File: config.mk
export PLATFORM = sky130hd
export DESIGN_NAME = dir_coherence_ctrl
export DESIGN_NICKNAME = d
export VERILOG_FILES = /design/src/rtl/dir_pkg.sv /design/src/rtl/dir_entry_store.sv /design/src/rtl/dir_pick_lowest.sv /design/src/rtl/dir_coherence_ctrl.sv
export SDC_FILE = /design/constraint.sdc
export NUM_CORES = 1
export LEC_CHECK = 0
export BUFFER_PORTS_ARGS = -buffer_cell sky130_fd_sc_hd__buf_4
export CAP_MARGIN = 20
export CORE_ASPECT_RATIO = 1.1
export CORE_UTILIZATION = 40
export CTS_BUF_LIST = sky130_fd_sc_hd__clkbuf_4
export DETAILED_ROUTE_END_ITERATION = 10
export PLACE_DENSITY = 0.56
export SYNTH_ARGS = -nofsm -noshare
export SYNTH_HDL_FRONTEND = slang
export SYNTH_HIERARCHICAL = 1
export SYNTH_SLANG_ARGS = --single-unit
File: constraint.sdc
create_clock -name clk -period 11.4 [get_ports clk]
set_input_delay 1.14 -clock clk [delete_from_list [all_inputs] [get_ports clk]]
set_output_delay 1.14 -clock clk [all_outputs]
set_load 0.03 [all_outputs]
File: src/rtl/dir_pkg.sv
package dir_pkg;

    typedef enum logic [1:0] {
        REQ_RD = 2'd0,
        REQ_WR = 2'd1,
        REQ_WB = 2'd2
    } req_kind_e;

    typedef enum logic [2:0] {
        CMD_INV       = 3'd0,
        CMD_FETCH     = 3'd1,
        CMD_FETCH_INV = 3'd2,
        CMD_GRANT_S   = 3'd3,
        CMD_GRANT_M   = 3'd4
    } cmd_kind_e;

    typedef enum logic {
        RSP_ACK  = 1'b0,
        RSP_DATA = 1'b1
    } rsp_kind_e;

    typedef enum logic [1:0] {
        DIR_UNC = 2'd0,
        DIR_SH  = 2'd1,
        DIR_MOD = 2'd2
    } dir_state_e;

    typedef enum logic [2:0] {
        ST_IDLE,
        ST_FETCH,
        ST_WAIT_DATA,
        ST_INV,
        ST_WAIT_ACK,
        ST_GRANT
    } ctl_state_e;

endpackage

File: src/rtl/dir_entry_store.sv
module dir_entry_store
    import dir_pkg::*;
#(
    parameter int NODES  = 4,
    parameter int BLOCKS = 8,
    parameter int DATA_W = 16
) (
    input  logic                        clk,
    input  logic                        rst,
    input  logic [$clog2(BLOCKS)-1:0]   rd_blk,
    output dir_state_e                  rd_state,
    output logic [NODES-1:0]            rd_bits,
    output logic [DATA_W-1:0]           rd_data,
    input  logic [$clog2(BLOCKS)-1:0]   wr_blk,
    input  logic                        dir_we,
    input  dir_state_e                  wr_state,
    input  logic [NODES-1:0]            wr_bits,
    input  logic                        mem_we,
    input  logic [DATA_W-1:0]           wr_data
);
    localparam int BLK_W = $clog2(BLOCKS);

    dir_state_e          st_q   [BLOCKS];
    logic [NODES-1:0]    bits_q [BLOCKS];
    logic [DATA_W-1:0]   data_q [BLOCKS];

    for (genvar b = 0; b < BLOCKS; b++) begin : g_blk
        always_ff @(posedge clk) begin
            if (rst) begin
                st_q[b]   <= DIR_UNC;
                bits_q[b] <= '0;
                data_q[b] <= '0;
            end else begin
                if (dir_we && wr_blk == BLK_W'(b)) begin
                    st_q[b]   <= wr_state;
                    bits_q[b] <= wr_bits;
                end
                if (mem_we && wr_blk == BLK_W'(b)) begin
                    data_q[b] <= wr_data;
                end
            end
        end
    end

    assign rd_state = st_q[rd_blk];
    assign rd_bits  = bits_q[rd_blk];
    assign rd_data  = data_q[rd_blk];

endmodule

File: src/rtl/dir_pick_lowest.sv
module dir_pick_lowest #(
    parameter int N = 4
) (
    input  logic [N-1:0]           mask,
    output logic                   any,
    output logic [$clog2(N)-1:0]   idx,
    output logic [N-1:0]           onehot
);
    localparam int IDX_W = $clog2(N);

    always_comb begin
        any    = 1'b0;
        idx    = '0;
        onehot = '0;
        for (int i = N - 1; i >= 0; i--) begin
            if (mask[i]) begin
                any       = 1'b1;
                idx       = IDX_W'(i);
                onehot    = '0;
                onehot[i] = 1'b1;
            end
        end
    end

endmodule

File: src/rtl/dir_coherence_ctrl.sv
module dir_coherence_ctrl
    import dir_pkg::*;
#(
    parameter int NODES  = 4,
    parameter int BLOCKS = 8,
    parameter int DATA_W = 16
) (
    input  logic                        clk,
    input  logic                        rst,
    input  logic                        req_valid,
    output logic                        req_ready,
    input  logic [1:0]                  req_type,
    input  logic [$clog2(NODES)-1:0]    req_node,
    input  logic [$clog2(BLOCKS)-1:0]   req_block,
    input  logic [DATA_W-1:0]           req_data,
    output logic                        cmd_valid,
    output logic [2:0]                  cmd_type,
    output logic [$clog2(NODES)-1:0]    cmd_node,
    output logic [$clog2(BLOCKS)-1:0]   cmd_block,
    output logic [DATA_W-1:0]           cmd_data,
    input  logic                        rsp_valid,
    input  logic                        rsp_type,
    input  logic [$clog2(NODES)-1:0]    rsp_node,
    input  logic [DATA_W-1:0]           rsp_data
);
    localparam int NODE_W = $clog2(NODES);
    localparam int BLK_W  = $clog2(BLOCKS);

    ctl_state_e            st_q, st_d;
    req_kind_e             kind_q;
    logic [NODE_W-1:0]     node_q;
    logic [BLK_W-1:0]      blk_q;
    logic [NODE_W-1:0]     owner_q, owner_d;
    logic [NODES-1:0]      pend_q, pend_d;
    logic [NODES-1:0]      wait_q, wait_d;

    logic [BLK_W-1:0]      rd_blk, wr_blk;
    dir_state_e            rd_state, wr_state;
    logic [NODES-1:0]      rd_bits, wr_bits;
    logic [DATA_W-1:0]     rd_data, wr_data;
    logic                  dir_we, mem_we;

    logic                  accept;
    req_kind_e             req_kind;
    logic [NODES-1:0]      req_oh, cur_oh, rsp_oh, others;

    logic                  own_any, inv_any;
    logic [NODE_W-1:0]     own_idx, inv_idx;
    logic [NODES-1:0]      own_oh, inv_oh;

    assign req_ready = (st_q == ST_IDLE);
    assign accept    = req_valid && req_ready;
    assign req_kind  = req_kind_e'(req_type);
    assign req_oh    = NODES'(1) << req_node;
    assign cur_oh    = NODES'(1) << node_q;
    assign rsp_oh    = NODES'(1) << rsp_node;
    assign others    = rd_bits & ~req_oh;
    assign rd_blk    = (st_q == ST_IDLE) ? req_block : blk_q;
    assign wr_blk    = rd_blk;

    dir_entry_store #(.NODES(NODES), .BLOCKS(BLOCKS), .DATA_W(DATA_W)) u_store (
        .clk      (clk),
        .rst      (rst),
        .rd_blk   (rd_blk),
        .rd_state (rd_state),
        .rd_bits  (rd_bits),
        .rd_data  (rd_data),
        .wr_blk   (wr_blk),
        .dir_we   (dir_we),
        .wr_state (wr_state),
        .wr_bits  (wr_bits),
        .mem_we   (mem_we),
        .wr_data  (wr_data)
    );

    // Owner of a modified entry: its single presence bit.
    dir_pick_lowest #(.N(NODES)) u_owner (
        .mask   (rd_bits),
        .any    (own_any),
        .idx    (own_idx),
        .onehot (own_oh)
    );

    // Next sharer to invalidate, lowest index first.
    dir_pick_lowest #(.N(NODES)) u_inv (
        .mask   (pend_q),
        .any    (inv_any),
        .idx    (inv_idx),
        .onehot (inv_oh)
    );

    always_comb begin
        st_d      = st_q;
        owner_d   = owner_q;
        pend_d    = pend_q;
        wait_d    = wait_q;
        dir_we    = 1'b0;
        mem_we    = 1'b0;
        wr_state  = DIR_UNC;
        wr_bits   = '0;
        wr_data   = '0;
        cmd_valid = 1'b0;
        cmd_type  = CMD_INV;
        cmd_node  = node_q;

        if (rsp_valid && rsp_type == RSP_ACK) begin
            wait_d = wait_q & ~rsp_oh;
        end

        unique case (st_q)
            ST_IDLE: begin
                if (accept) begin
                    owner_d = own_idx;
                    case (req_kind)
                        REQ_WB: begin
                            if (rd_state == DIR_MOD && (rd_bits & req_oh) != '0) begin
                                dir_we   = 1'b1;
                                wr_state = DIR_UNC;
                                wr_bits  = '0;
                                mem_we   = 1'b1;
                                wr_data  = req_data;
                            end
                        end
                        REQ_RD: begin
                            st_d = (rd_state == DIR_MOD && own_any) ? ST_FETCH : ST_GRANT;
                        end
                        REQ_WR: begin
                            if (rd_state == DIR_MOD && own_any) begin
                                st_d = ST_FETCH;
                            end else if (rd_state == DIR_SH && others != '0) begin
                                pend_d = others;
                                wait_d = others;
                                st_d   = ST_INV;
                            end else begin
                                st_d = ST_GRANT;
                            end
                        end
                        default: ;
                    endcase
                end
            end
            ST_FETCH: begin
                cmd_valid = 1'b1;
                cmd_type  = (kind_q == REQ_RD) ? CMD_FETCH : CMD_FETCH_INV;
                cmd_node  = owner_q;
                st_d      = ST_WAIT_DATA;
            end
            ST_WAIT_DATA: begin
                if (rsp_valid && rsp_type == RSP_DATA && rsp_node == owner_q) begin
                    mem_we  = 1'b1;
                    wr_data = rsp_data;
                    st_d    = ST_GRANT;
                end
            end
            ST_INV: begin
                cmd_valid = inv_any;
                cmd_type  = CMD_INV;
                cmd_node  = inv_idx;
                pend_d    = pend_q & ~inv_oh;
                if (pend_d == '0) begin
                    st_d = ST_WAIT_ACK;
                end
            end
            ST_WAIT_ACK: begin
                if (wait_q == '0) begin
                    st_d = ST_GRANT;
                end
            end
            ST_GRANT: begin
                cmd_valid = 1'b1;
                cmd_node  = node_q;
                dir_we    = 1'b1;
                if (kind_q == REQ_RD) begin
                    cmd_type = CMD_GRANT_S;
                    wr_state = DIR_SH;
                    wr_bits  = rd_bits | cur_oh;
                end else begin
                    cmd_type = CMD_GRANT_M;
                    wr_state = DIR_MOD;
                    wr_bits  = cur_oh;
                end
                st_d = ST_IDLE;
            end
            default: st_d = ST_IDLE;
        endcase
    end

    assign cmd_block = blk_q;
    assign cmd_data  = rd_data;

    always_ff @(posedge clk) begin
        if (rst) begin
            st_q    <= ST_IDLE;
            kind_q  <= REQ_RD;
            node_q  <= '0;
            blk_q   <= '0;
            owner_q <= '0;
            pend_q  <= '0;
            wait_q  <= '0;
        end else begin
            st_q    <= st_d;
            owner_q <= owner_d;
            pend_q  <= pend_d;
            wait_q  <= wait_d;
            if (accept) begin
                kind_q <= req_kind;
                node_q <= req_node;
                blk_q  <= req_block;
            end
        end
    end

endmodule

**Word level (Yosys, flattened, before mapping)**

Memories as Yosys holds them, arrays and structs flattened.
Index checks and enable logic that the tools add are counted.

- Bits in registers: 20
- Bits in writable memories: 176
- Input bits: 46
- Output and inout bits: 26
- Logic and storage cells: 242
- Memories: 3

- Equality and inequality tests: 25
- Shifts and indexed selects: 3
- Mux-type cells: 135
- Bitwise logic cells: 33
- Reductions and logical operators: 36

Memories:

| name | depth | bits a word | read ports | clocked after Yosys merged registers in | wr ports | line | source |
|---|---|---|---|---|---|---|---|
| u_store.data_q | 8 | 16 | 1 | 0 | 8 | dir_entry_store.sv:25 | `logic [DATA_W-1:0] data_q [BLOCKS];` |
| u_store.bits_q | 8 | 4 | 1 | 0 | 8 | dir_entry_store.sv:24 | `logic [NODES-1:0] bits_q [BLOCKS];` |
| u_store.st_q | 8 | 2 | 1 | 0 | 8 | dir_entry_store.sv:23 | `dir_state_e st_q [BLOCKS];` |

Operators with widths:

| cell | number |
|---|---|
| $mux W16 | 12 |
| $mux W4 | 24 |
| $mux W1 | 62 |
| $mux W2 | 19 |
| $pmux W16 S2 | 1 |
| $mux W3 | 9 |
| $or A1 B1 Y1 | 24 |
| $logic_and A1 B1 Y1 | 23 |
| $eq A3 B3 Y1 const B | 6 |
| $and A4 B4 Y4 | 4 |
| $pmux W3 S5 | 1 |
| $eq A3 B2 Y1 const B | 4 |
| $not A4 Y4 | 3 |
| $pmux W3 S2 | 2 |
| $shl A1 B2 Y4 const A | 3 |
| $reduce_and A5 Y1 | 2 |
| $logic_not A4 Y1 | 2 |
| $ne A2 B2 Y1 const B | 4 |
| $pmux W4 S2 | 1 |
| $reduce_bool A4 Y1 | 2 |
| $eq A3 B1 Y1 const B | 2 |
| $logic_not A3 Y1 | 2 |
| $ne A2 B1 Y1 const B | 3 |
| $pmux W1 S2 | 3 |
| other kinds (11) | 14 |

**Logic depth before layout (Yosys ltp)**

An unclocked memory read counts as a cell.

- Depth after elaboration: 15
- Mapped depth: 16
- Mapped depth without buffers: 10

**By module**

The synthesis kept the hierarchy.

Modules (own cells, without submodules):

| module | instances | cells each | area an instance (um^2) | seq. area each (um^2) |
|---|---|---|---|---|
| dir_entry_store | 1 | 522 | 8101.5 | 5285.1 |
| dir_coherence_ctrl | 1 | 188 | 1470.2 | 400.4 |
| dir_pick_lowest | 2 | 11 | 61.3 | 0.0 |

**Worst setup path before layout**

OpenSTA, ideal clock, no wires.

- Path kind: in2reg
- Start: in req_block[0]
- End: mem u_store.data_q[3][0], enable pin
- Library setup time: 392 ps
- Arrival time: 4017 ps
- Data required time: 11008 ps
- Setup slack: 6991 ps
- Stages: 11
- Buffers on the path: 3
- Cells stage by stage: mux2_2 buf_6 buf_6 mux4_1 mux2_2 nor4bb_1 and3_1 buf_2 or2_1 nand2_1 o21bai_1

RTL lines:

| what | line | source |
|---|---|---|
| from (decl) | dir_coherence_ctrl.sv:14 | `input logic [$clog2(BLOCKS)-1:0] req_block,` |
| to (decl) | dir_entry_store.sv:25 |  |

==> impl_metrics.yaml <==
placed_design:
  dpl.hpwl_um: 14900
  io_buffers: 71
  placed_area_um2: 10400
  dp_cells: 1055
  gp_congestion: 0.895
global_routing:
  antenna_found_initial: 1
  grt.total_usage: 0.204
  grt_pass1_wl_um: 37000
  grt_pass1_vias: 6401
  grt_max_degree: 53
  overflow: 0
route:
  via_per_inst: 5.84
  drc_errors: 0
  routedWlPerCell_um: 22.0
  wl_um: 24000
  dr_total_vias: 6360
  postRouteAntennaNets: 0
  firstDrtPassIters: 5
  drt_iter0_drc: 562
die:
  core_um2: 23700
  dieArea_um2: 24800
  rows: 59
  top_level_ports: 72
  die_w_um: 150
  die_h_um: 165
  start_util: 0.408
clock_network:
  clock_latency_ps: 560
  clockBufferDepth: 2
  cts_hold_buf: 0
  root_buffer: "clkbuf_4"
  cts_resized: 0
  postCtsSetupBuffers: 0
  htree_levels: 4
  clk_pin_slew_ps: 160
  cts_buffers: 17
  cts_tree: "done"
  cts_sinks: 196
cells_and_area:
  stdcell_area_um2: 10700
  multi_input_comb_area_um2: 3590
  drive_above_1_share: 0.215
  area_growth_pct: 11.0
  final_nets: 816
  final_cells: 1089
  final_cell_mix: "nor3_1, edfxtp_1, buf_4"
  layout_commonest_cell: "nor3_1"
  seq_area_um2: 5690
  nFillCells: 2137
  fin_util: 0.453
critical_path:
  crit_fanout: 52
  cp.required_ps: 11690
  worst_path_max_delay_cell: "mux4_1"
  end_kind: "register"
  crit_buf_inv: 2
  cp_cell_sequence: "nor3_4, mux2_2, buf_4, mux4_1, mux2_2, mux4_2, and3_1, or2_1, or3b_2, buf_4, nor3_1"
  path_class: "register to register"
  critical_path.max_stage_delay_ps: 680
  crit_path_start_kind: "register"
  arrival_ps: 6030
  critPathTopFamily: "simple AND/OR/NAND/NOR gates"
pwr:
  power_density_nw_per_um2: 203
  peakVddDrop_v: 0.0000935
  total_power_mw: 2.17
  power.leakage_nw: 3.63
synth:
  postSynthNetCount: 774
  synth.avg_cell_area_um2: 13.3
  ys_warn_count: 6
  synthCells: 728
  synth.cell_area_um2: 9670
status:
  outcome: "complete, no violations"
timing:
  drv_slew: 0
  fmax_mhz: 174
  fin_crit_sh: 0.503
  fin_setup_tns_ps: 0
  final.setup_skew_ps: 19.6
  setup_viol: 0
  worstMarginPinSlew_ps: 1070
  relSlewSlack: 0.283
  rsz0062_at_grt: "false"
  hold_violations: 0
  layout_min_cycle_time_ps: 5740
flow_run:
  max_cap_viol_count: 0
worst_hold_path:
  hp-class: "register to register"
[path summary, 6_finish.rpt]
path	start	slack (ps)	cells past startpoint	to
worst max register to register	st_q[2]$_SDFFE_PP0P_	5660	11	u_store/data_q[4][3]$_SDFFCE_PN0P_
worst min register to register	wait_q[3]$_SDFF_PP0_	490	2	wait_q[3]$_SDFF_PP0_
worst max-delay path	st_q[2]$_SDFFE_PP0P_	5660	11	u_store/data_q[4][3]$_SDFFCE_PN0P_
worst min-delay path	wait_q[3]$_SDFF_PP0_	490	2	wait_q[3]$_SDFF_PP0_
[routing by layer]
layer  global-route usage  vias to the layer above  share of wire
met3               0.0343                       27          0.056
met1                0.258                     3163           0.41
met2                0.360                      232           0.52
met4               0.0528                        0          0.013
met5                    0                        -              0
li1                     -                     2938              -
[tightest hold or removal path, cell delays in order (launching register included)]
cell	delay [ps]
dfxtp_1	340
nand2_1	60
o22ai_1	60
[where the power goes]
part / internal (mW) / leakage (nW) / switching, mW
clock network: 0.122 / 0.156 / 0.250
logic: 0.354 / 1.49 / 0.599
registers: 0.816 / 1.98 / 0.0326
total: 1.29 / 3.63 / 0.881
[flip-flops by register name, summed over array words and instances (netlist names)]
name,flops
st_q,3
u_store/data_q,128
cmd_block,3
u_store/st_q,16
owner_q,2
wait_q,4
u_store/bits_q,32
pend_q,4
kind_q,2
node_q,2
[final cells by class]
class / count / area share
clock buffer: 19 / 0.0133
clock inverter: 13 / 0.0128
antenna: 1 / 0.000233
inverter: 29 / 0.0101
sequential: 196 / 0.530
multi-input combinational: 438 / 0.335
tap: 305 / 0.0355
timing repair buffer: 88 / 0.0636
[per-stage QoR]
stage / hold slack, ps / worst slack (ps)
after CTS: 496 / 5390
after global placement: 456 / 5300
after floorplan: 448 / 6990
after global routing: 524 / 5410
after detailed placement: 473 / 5150
final: 491 / 5660
Note: power is estimated with default switching activity, not from simulation.
